**src/rtl/pllsrch_pkg.sv**
```systemverilog
package pllsrch_pkg;

   typedef enum logic [1:0] {
      ST_IDLE = 2'd0,
      ST_MHZ  = 2'd1,
      ST_SCAN = 2'd2,
      ST_FIN  = 2'd3
   } srch_state_t;

   localparam int FILT_W = 3;
   localparam int FILT_N = 7;

   // lower edge in MHz of filter code i+1
   function automatic int filt_edge(input int i);
      case (i)
         0:       return 10;
         1:       return 16;
         2:       return 26;
         3:       return 42;
         4:       return 65;
         5:       return 104;
         default: return 166;
      endcase
   endfunction

endpackage

```
**src/rtl/pllsrch_div.sv**
```systemverilog
module pllsrch_div #(
   parameter int W = 32
) (
   input  logic         clk,
   input  logic         rst_n,
   input  logic         go,
   input  logic [W-1:0] num,
   input  logic [W-1:0] den,
   output logic [W-1:0] quo,
   output logic         fin
);
   localparam int CW = $clog2(W + 1);
   localparam int W2 = 2 * W;

   logic [W-1:0]  rem, q, num_q, den_q;
   logic [CW-1:0] cnt;
   logic          run;
   logic [W:0]    rem_sh;
   logic          ge;

   always_comb begin
      rem_sh = {rem, q[W-1]};
      ge     = rem_sh >= {1'b0, den_q};
   end

   always_ff @(posedge clk or negedge rst_n) begin
      if (!rst_n) begin
         rem   <= '0;
         q     <= '0;
         num_q <= '0;
         den_q <= '0;
         cnt   <= '0;
         run   <= 1'b0;
         fin   <= 1'b0;
      end else begin
         fin <= 1'b0;
         if (go) begin
            rem   <= '0;
            q     <= num;
            num_q <= num;
            den_q <= den;
            cnt   <= CW'(W);
            run   <= 1'b1;
         end else if (run) begin
            rem <= ge ? W'(rem_sh - {1'b0, den_q}) : rem_sh[W-1:0];
            q   <= {q[W-2:0], ge};
            cnt <= cnt - 1'b1;
            if (cnt == CW'(1)) begin
               run <= 1'b0;
               fin <= 1'b1;
            end
         end
      end
   end

   assign quo = q;

   // quotient and remainder rebuild the dividend (supports R4)
   assert_div_exact_R4: assert property (@(posedge clk) disable iff (!rst_n)
      fin |-> (W2'(quo) * W2'(den_q) + W2'(rem)) == W2'(num_q));
   assert_div_rem_R4: assert property (@(posedge clk) disable iff (!rst_n)
      fin |-> rem < den_q);

endmodule

```
**src/rtl/pllsrch_filt.sv**
```systemverilog
module pllsrch_filt #(
   parameter int W      = 32,
   parameter int LO_MHZ = 10,
   parameter int HI_MHZ = 200
) (
   input  logic [W-1:0]                     mhz,
   output logic [pllsrch_pkg::FILT_W-1:0]   code,
   output logic                             out_rng
);
   import pllsrch_pkg::*;

   logic [FILT_N-1:0] above;

   for (genvar i = 0; i < FILT_N; i++) begin : g_edge
      assign above[i] = mhz >= W'(filt_edge(i));
   end

   always_comb begin
      code = '0;
      for (int i = 0; i < FILT_N; i++)
         code = code + FILT_W'(above[i]);
   end

   assign out_rng = (mhz < W'(LO_MHZ)) || (mhz > W'(HI_MHZ));

endmodule

```
**src/rtl/pllsrch_cand.sv**
```systemverilog
module pllsrch_cand #(
   parameter int W     = 32,
   parameter int MUL_W = 8,
   parameter int D2_W  = 3
) (
   input  logic [W-1:0]     parent,
   input  logic [W-1:0]     req,
   input  logic [MUL_W-1:0] mul,
   input  logic             d1,
   input  logic [D2_W-1:0]  d2,
   output logic             fits,
   output logic             exact,
   output logic [W-1:0]     rate,
   output logic [W-1:0]     err
);
   localparam int PW = W + MUL_W + 1;
   localparam int SW = D2_W + 1;

   logic [PW-1:0] prod, tclk;
   logic [SW-1:0] sh;

   always_comb begin
      prod  = PW'(parent) * PW'({1'b0, mul} + 1'b1);
      sh    = {1'b0, d2} + SW'(d1);
      tclk  = prod >> sh;
      fits  = tclk <= PW'(req);
      rate  = tclk[W-1:0];
      err   = req - rate;
      exact = fits && (err == '0);
   end

endmodule

```
**src/rtl/pll_setting_search.sv**
```systemverilog
module pll_setting_search #(
   parameter int RATE_W     = 32,
   parameter int MUL_W      = 8,
   parameter int D2_W       = 3,
   parameter int HZ_PER_MHZ = 1000000,
   parameter int LO_MHZ     = 10,
   parameter int HI_MHZ     = 200
) (
   input  logic              clk,
   input  logic              rst_n,
   input  logic              start,
   input  logic [RATE_W-1:0] parent_rate,
   input  logic [RATE_W-1:0] req_rate,
   output logic              busy,
   output logic              done,
   output logic [31:0]       ctrl_word,
   output logic [RATE_W-1:0] achieved_rate,
   output logic              warn
);
   import pllsrch_pkg::*;

   localparam int MUL_MAX = (1 << MUL_W) - 1;
   localparam int D2_MAX  = (1 << D2_W) - 1;

   if (MUL_W > 8) begin : g_bad_mul
      $error("MUL_W must fit the 8-bit multiplier field");
   end
   if (D2_W > 3) begin : g_bad_d2
      $error("D2_W must fit the 3-bit post-divider field");
   end
   if (RATE_W < 24 || RATE_W > 32) begin : g_bad_rate
      $error("RATE_W must lie in 24..32");
   end

   srch_state_t       st;
   logic [RATE_W-1:0] par_q, req_q, mhz_q;
   logic [MUL_W-1:0]  c_mul, b_mul;
   logic              c_d1, b_d1;
   logic [D2_W-1:0]   c_d2, b_d2;
   logic [RATE_W-1:0] b_err, b_rate;
   logic              found, hit;

   logic              div_go, div_fin;
   logic [RATE_W-1:0] div_quo;
   logic              cd_fits, cd_exact;
   logic [RATE_W-1:0] cd_rate, cd_err;
   logic [FILT_W-1:0] f_code;
   logic              f_out;
   logic              last;
   logic [31:0]       pack;

   assign div_go = (st == ST_IDLE) && start;

   pllsrch_div #(.W(RATE_W)) u_div (
      .clk(clk), .rst_n(rst_n), .go(div_go), .num(parent_rate),
      .den(RATE_W'(HZ_PER_MHZ)), .quo(div_quo), .fin(div_fin)
   );

   pllsrch_cand #(.W(RATE_W), .MUL_W(MUL_W), .D2_W(D2_W)) u_cand (
      .parent(par_q), .req(req_q), .mul(c_mul), .d1(c_d1), .d2(c_d2),
      .fits(cd_fits), .exact(cd_exact), .rate(cd_rate), .err(cd_err)
   );

   pllsrch_filt #(.W(RATE_W), .LO_MHZ(LO_MHZ), .HI_MHZ(HI_MHZ)) u_filt (
      .mhz(mhz_q >> b_d1), .code(f_code), .out_rng(f_out)
   );

   assign last = !c_d1 && (c_d2 == '0) && (c_mul == MUL_W'(MUL_MAX));

   always_comb begin
      pack              = '0;
      pack[26:24]       = f_code;
      pack[16 +: MUL_W] = b_mul;
      pack[8]           = b_d1;
      pack[0 +: D2_W]   = b_d2;
   end

   always_ff @(posedge clk or negedge rst_n) begin
      if (!rst_n) begin
         st            <= ST_IDLE;
         par_q         <= '0;
         req_q         <= '0;
         mhz_q         <= '0;
         c_mul         <= '0;
         c_d1          <= 1'b0;
         c_d2          <= '0;
         b_mul         <= '0;
         b_d1          <= 1'b0;
         b_d2          <= '0;
         b_err         <= '0;
         b_rate        <= '0;
         found         <= 1'b0;
         hit           <= 1'b0;
         done          <= 1'b0;
         ctrl_word     <= '0;
         achieved_rate <= '0;
         warn          <= 1'b0;
      end else begin
         done <= 1'b0;
         case (st)
            ST_IDLE: if (start) begin
               par_q <= parent_rate;
               req_q <= req_rate;
               c_mul <= '0;
               c_d1  <= 1'b1;
               c_d2  <= D2_W'(D2_MAX);
               found <= 1'b0;
               hit   <= 1'b0;
               st    <= ST_MHZ;
            end
            ST_MHZ: if (div_fin) begin
               mhz_q <= div_quo;
               st    <= ST_SCAN;
            end
            ST_SCAN: begin
               if (cd_fits && (!found || cd_err < b_err)) begin
                  found  <= 1'b1;
                  b_err  <= cd_err;
                  b_rate <= cd_rate;
                  b_mul  <= c_mul;
                  b_d1   <= c_d1;
                  b_d2   <= c_d2;
               end
               if (cd_exact) begin
                  hit <= 1'b1;
                  st  <= ST_FIN;
               end else if (last) begin
                  st <= ST_FIN;
               end else if (c_mul == MUL_W'(MUL_MAX)) begin
                  c_mul <= '0;
                  if (c_d2 == '0) begin
                     c_d2 <= D2_W'(D2_MAX);
                     c_d1 <= 1'b0;
                  end else begin
                     c_d2 <= c_d2 - 1'b1;
                  end
               end else begin
                  c_mul <= c_mul + 1'b1;
               end
            end
            default: begin
               if (found) begin
                  ctrl_word     <= pack;
                  achieved_rate <= b_rate;
                  warn          <= !hit || f_out;
               end else begin
                  ctrl_word     <= '0;
                  achieved_rate <= '0;
                  warn          <= 1'b1;
               end
               done <= 1'b1;
               st   <= ST_IDLE;
            end
         endcase
      end
   end

   assign busy = (st != ST_IDLE);

   assert_done_pulse_R8: assert property (@(posedge clk) disable iff (!rst_n)
      done |=> !done);
   assert_no_overshoot_R3: assert property (@(posedge clk) disable iff (!rst_n)
      done |-> achieved_rate <= req_q);
   assert_err_shrinks_R3: assert property (@(posedge clk) disable iff (!rst_n)
      (st == ST_SCAN && found) |=> b_err <= $past(b_err));
   assert_busy_from_start_R7: assert property (@(posedge clk) disable iff (!rst_n)
      $rose(busy) |-> $past(start));
   assert_empty_warns_R6: assert property (@(posedge clk) disable iff (!rst_n)
      (done && ctrl_word == '0) |-> warn);
   assert_quiet_exact_R5: assert property (@(posedge clk) disable iff (!rst_n)
      (done && !warn) |-> achieved_rate == req_q);

endmodule

```
**config.mk**
```make
export PLATFORM = sky130hd
export DESIGN_NAME = pll_setting_search
export DESIGN_NICKNAME = d
export VERILOG_FILES = /design/src/rtl/pllsrch_pkg.sv /design/src/rtl/pllsrch_div.sv /design/src/rtl/pllsrch_filt.sv /design/src/rtl/pllsrch_cand.sv /design/src/rtl/pll_setting_search.sv
export SDC_FILE = /design/constraint.sdc
export NUM_CORES = 1
export LEC_CHECK = 0
export ABC_CLOCK_PERIOD_IN_PS = 13100
export BUFFER_PORTS_ARGS = -buffer_cell sky130_fd_sc_hd__buf_4
export CORE_MARGIN = 4
export CORE_UTILIZATION = 64
export DETAILED_ROUTE_END_ITERATION = 8
export GPL_ROUTABILITY_DRIVEN = 0
export PLACE_DENSITY = 0.87
export SETUP_SLACK_MARGIN = 0.15
export SYNTH_ARGS = -nofsm -noshare
export SYNTH_HDL_FRONTEND = slang
export SYNTH_SLANG_ARGS = --single-unit
```
**constraint.sdc**
```tcl
create_clock -name clk -period 13.1 [get_ports clk]
set_input_delay 0.655 -clock clk [delete_from_list [all_inputs] [get_ports clk]]
set_output_delay 0.655 -clock clk [all_outputs]
set_load 0.01 [all_outputs]
```
==> summary.md <==
| Metric | Value |
|---|---|
| CP Launch Point | `c_mul[1]` |
| H-tree lvl count | `1` |
| Worst hold slack | `0.09113 ns` |
| Drt via density | `~6.4` |
| Post-placement setup slack | `0.4848 ns` |
| Routed Antenna Nets | `0` |
| Total CTS buffers | `31` |
| First-pass GRT wire length | `about 130 mm` |
| Die Span Y | `224.0 um` |
| Worst EP required | `roughly 14 ns` |
| Port-buffer cells | `between 100 and 150` |
| PwrDens | `around 60 mW/mm^2` |
| Post-DP HPWL | `about 60 mm` |
| Row count | `78` |
| Warnings from Yosys | `0` |
| Number of global-route vias before repair | `~25000` |
| Initial antenna violation count | `0` |
| Residual DRC | `2` |
| Chip width | `about 220 um` |
| Crit start category | `flop` |
| Total negative slack | `0 ns` |
| Core Area | `roughly 0.046 mm^2` |
| IO Count | `~130` |
| Top FF cell, synth | `dfrtp_1` |
| Post-synth design cell area | `between 0.02 and 0.03 mm^2` |
| Final worst clock skew | `approximately 0.011 ns` |
| Post-synthesis sequential area ratio | `0.2598` |
| Layout Area Growth over Synthesis | `7.897%` |
| Endpoints failing setup | `0` |
| Post-synth EDFFs | `0` |
| Layout Nets | `between 3000 and 4000` |
| CTS tree | `built` |
| Slowest cell on crit path | `nor4_1` |
| Yosys reg bits | `between 300 and 400` |
| CP max FO | `21` |
| Leak Pwr | `around 0.015 uW` |
| Final wirelength | `just over 80 mm` |
| Worst Max-Slew Pin Slew | `1.149 ns` |
| Root buf cell | `clkbuf_16` |
| Slew HR | `0.2315` |
| # fillers | `about 3400` |
| CP max stage delay | `roughly 0.6 ns` |
| Share of layout cells above drive strength 1 | `0.1182` |
| Max-cap viol count | `0` |
| WL/cell | `20.11 um` |
| Final hold vios | `0` |
| Clk sink count | `a little over 300` |
| Total gr overflow | `0` |
| Clock Tree Buf Depth | `3` |
| Synth cell types | `99` |
| Initial drt markers | `roughly 2700` |
| Worst r2r path cells | `40` |
| R2r endpoint | `c_mul[5]` |
| Final min period | `12.56 ns` |
| Worst vdd ir | `0.00009930 V` |
| DRT Pass-1 Iters | `9` |
| Kind of critical path | `reg2reg` |
| Clock Pin Slew Worst Setup and Hold Paths | `~0.060 ns` |
| All-Layer GR Usage | `0.3175` |
| Die footprint | `between 0.05 and 0.06 mm^2` |
| RSZ-0062 raised after global routing | `true` |
| Synth async-reset ratio | `1.000` |
| FMAX | `roughly 80 MHz` |
| Outcome | `complete, but fails checks` |
| Worst Setup Slack, final | `0.5375 ns` |
| Core Util, Final | `0.7040` |
| Largest net degree at the start of global routing | `about 100` |
| Mapped Cells | `approximately 3400` |
| Initial Utilization | `0.6525` |
| Failing checks | `DRC` |
| Final cell count without fillers | `about 4000` |
| Reg2Reg Setup Slack | `between 0.5 and 0.6 ns` |
| CP endpoint | `c_mul[5]` |
| Launch point of the worst reg-to-reg path | `c_mul[1]` |
| Cts hold-fix bufs | `0` |
| Syn_area_per_cell | `8.735 um^2` |
| Worst-Skew Late Latency | `around 0.59 ns` |
| CP Data Arrival Time | `~13 ns` |
| Routed via count | `25692` |
| Slew Limit Fails | `0` |
| Period utilization | `0.9590` |
| Critical Path End Type | `flop` |
| DP Cell Count | `between 3000 and 4000` |
| Hold Path Class | `in2async` |
[through the flow]
stage	total power [uW]	area, um^2
2_1_floorplan	1022	29930
3_3_place_gp	1069	31110
3_5_place_dp	1070	31110
4_1_cts	1951	32110
5_1_grt	2002	32220
6_report	1944	32220
[worst min-delay path by stage]
stage	from	to	slack, ns
final	rst_n	achieved_rate[8]	0.09
after global placement	b_mul[6]	b_mul[6]	0.48
after floorplan	rst_n	achieved_rate[0]	0.36
after global routing	rst_n	achieved_rate[12]	0.15
after detailed placement	b_mul[2]	b_mul[2]	0.49
after CTS	rst_n	achieved_rate[10]	0.12
[cell type report]
class | instances | area (um^2) | area share
Multi-Input combinational cell | 2514 | 19940 | 0.6187
Sequential cell | 310 | 7764 | 0.2409
Inverter | 389 | 1460 | 0.04531
Timing Repair Buffer | 169 | 1301 | 0.04038
Clock buffer | 38 | 852.1 | 0.02644
Tap cell | 600 | 750.7 | 0.02330
Clock inverter | 16 | 156.4 | 0.004854
Antenna cell | 1 | 2.502 | 0.00007766
[synthesized netlist by cell type (all sizes together) (92+ instances only)]
| master | n | area (um^2) |
|---|---|---|
| mux2 | 113 | 1276 |
| nor2b | 170 | 1064 |
| nand3 | 92 | 465.5 |
| nand2 | 348 | 1306 |
| nor2 | 179 | 671.9 |
| fa | 215 | 4304 |
| inv | 388 | 1456 |
| ha | 155 | 1939 |
| o21ai | 218 | 1091 |
| a21oi | 125 | 640.6 |
| clkbuf | 144 | 540.5 |
| dfrtp | 310 | 7757 |
[cell usage in the layout (no fill, tap or decap), types with 11 or more instances in the layout]
cell       netlist  layout
inv_1          388     388
fa_1           215     215
a311oi_1        12      12
a211oi_1        52      50
o21ai_1          9      11
nand4_1         30      30
o2111ai_1       13      13
or3_1           21      21
and2_1          60      59
a2111oi_0       16      16
ha_1           155     149
a21o_1          38      38
o21a_1          22      22
xor2_1          32      28
conb_1           1      17
or4_1           11      11
a211o_1         16      16
nor3_1          59      59
xnor2_1         43      39
a31oi_1         27      26
clkbuf_16        0      31
nand2_1        348     348
a21oi_1        121     120
dfrtp_1        310     307
o21ai_0        209     207
nand2b_1        62      62
mux2i_1         77      77
buf_4           23     166
nor2_1         179     179
and4_1          11      11
nand3_1         91      91
nor4_1          22      21
nor2b_1        170     170
and3_1          31      30
mux2_2         106     106
o211ai_1        21      21
[what timing repair did]
action | in CTS | in global routing
hold endpoints to repair | 0 | 0
gates resized for setup | 0 | 21
endpoints found under the setup margin | 0 | 91
setup buffers | 0 | 4
[worst max-delay path, delay by kind of cell, from the launching register on]
family | cells | cell delay [ns]
buffers and inverters | 5 | 0.83
adder cells (fa/ha/maj) | 7 | 3.15
multiplexers | 2 | 0.41
AND/OR/NAND/NOR | 11 | 4.01
flip-flops | 1 | 0.43
AO/OA/AOI/OAI | 15 | 3.57
[per-layer routing]
layer  track usage  share of wire
met1        0.4342           0.40
met2        0.5054           0.46
met3       0.05242          0.091
met4        0.1376          0.050
met5             0              0
[flip-flops by register name, indices dropped and copies added, names as in the netlist, 2 cells and up]
signal	flops
achieved_rate	32
b_err	32
b_rate	32
mhz_q	32
par_q	32
req_q	32
u_div.quo	32
u_div.rem	32
ctrl_word	15
b_mul	8
c_mul	8
u_div.cnt	6
b_d2	3
c_d2	3
st	2
[report_power, final]
group / total (uW) / internal (uW) / switching, uW
Sequential: 958 / 957 / 0.315
Clock: 890 / 501 / 389
Combinational: 96.5 / 33.6 / 62.8
Total: 1940 / 1490 / 452
[kinds of logic after synthesis]
| group | share of synthesized area |
|---|---|
| xor gates and xnor gates | 0.02200 |
| adders and majority gates | 0.2097 |
| buffers and inverters | 0.08061 |
| other | 0.0001256 |
| and+or+nand+nor | 0.1936 |
| AOI/OAI and AO/OA | 0.1581 |
| DFF | 0.2598 |
| muxes | 0.07608 |
No activity file was read; power rests on OpenSTA's default activity.
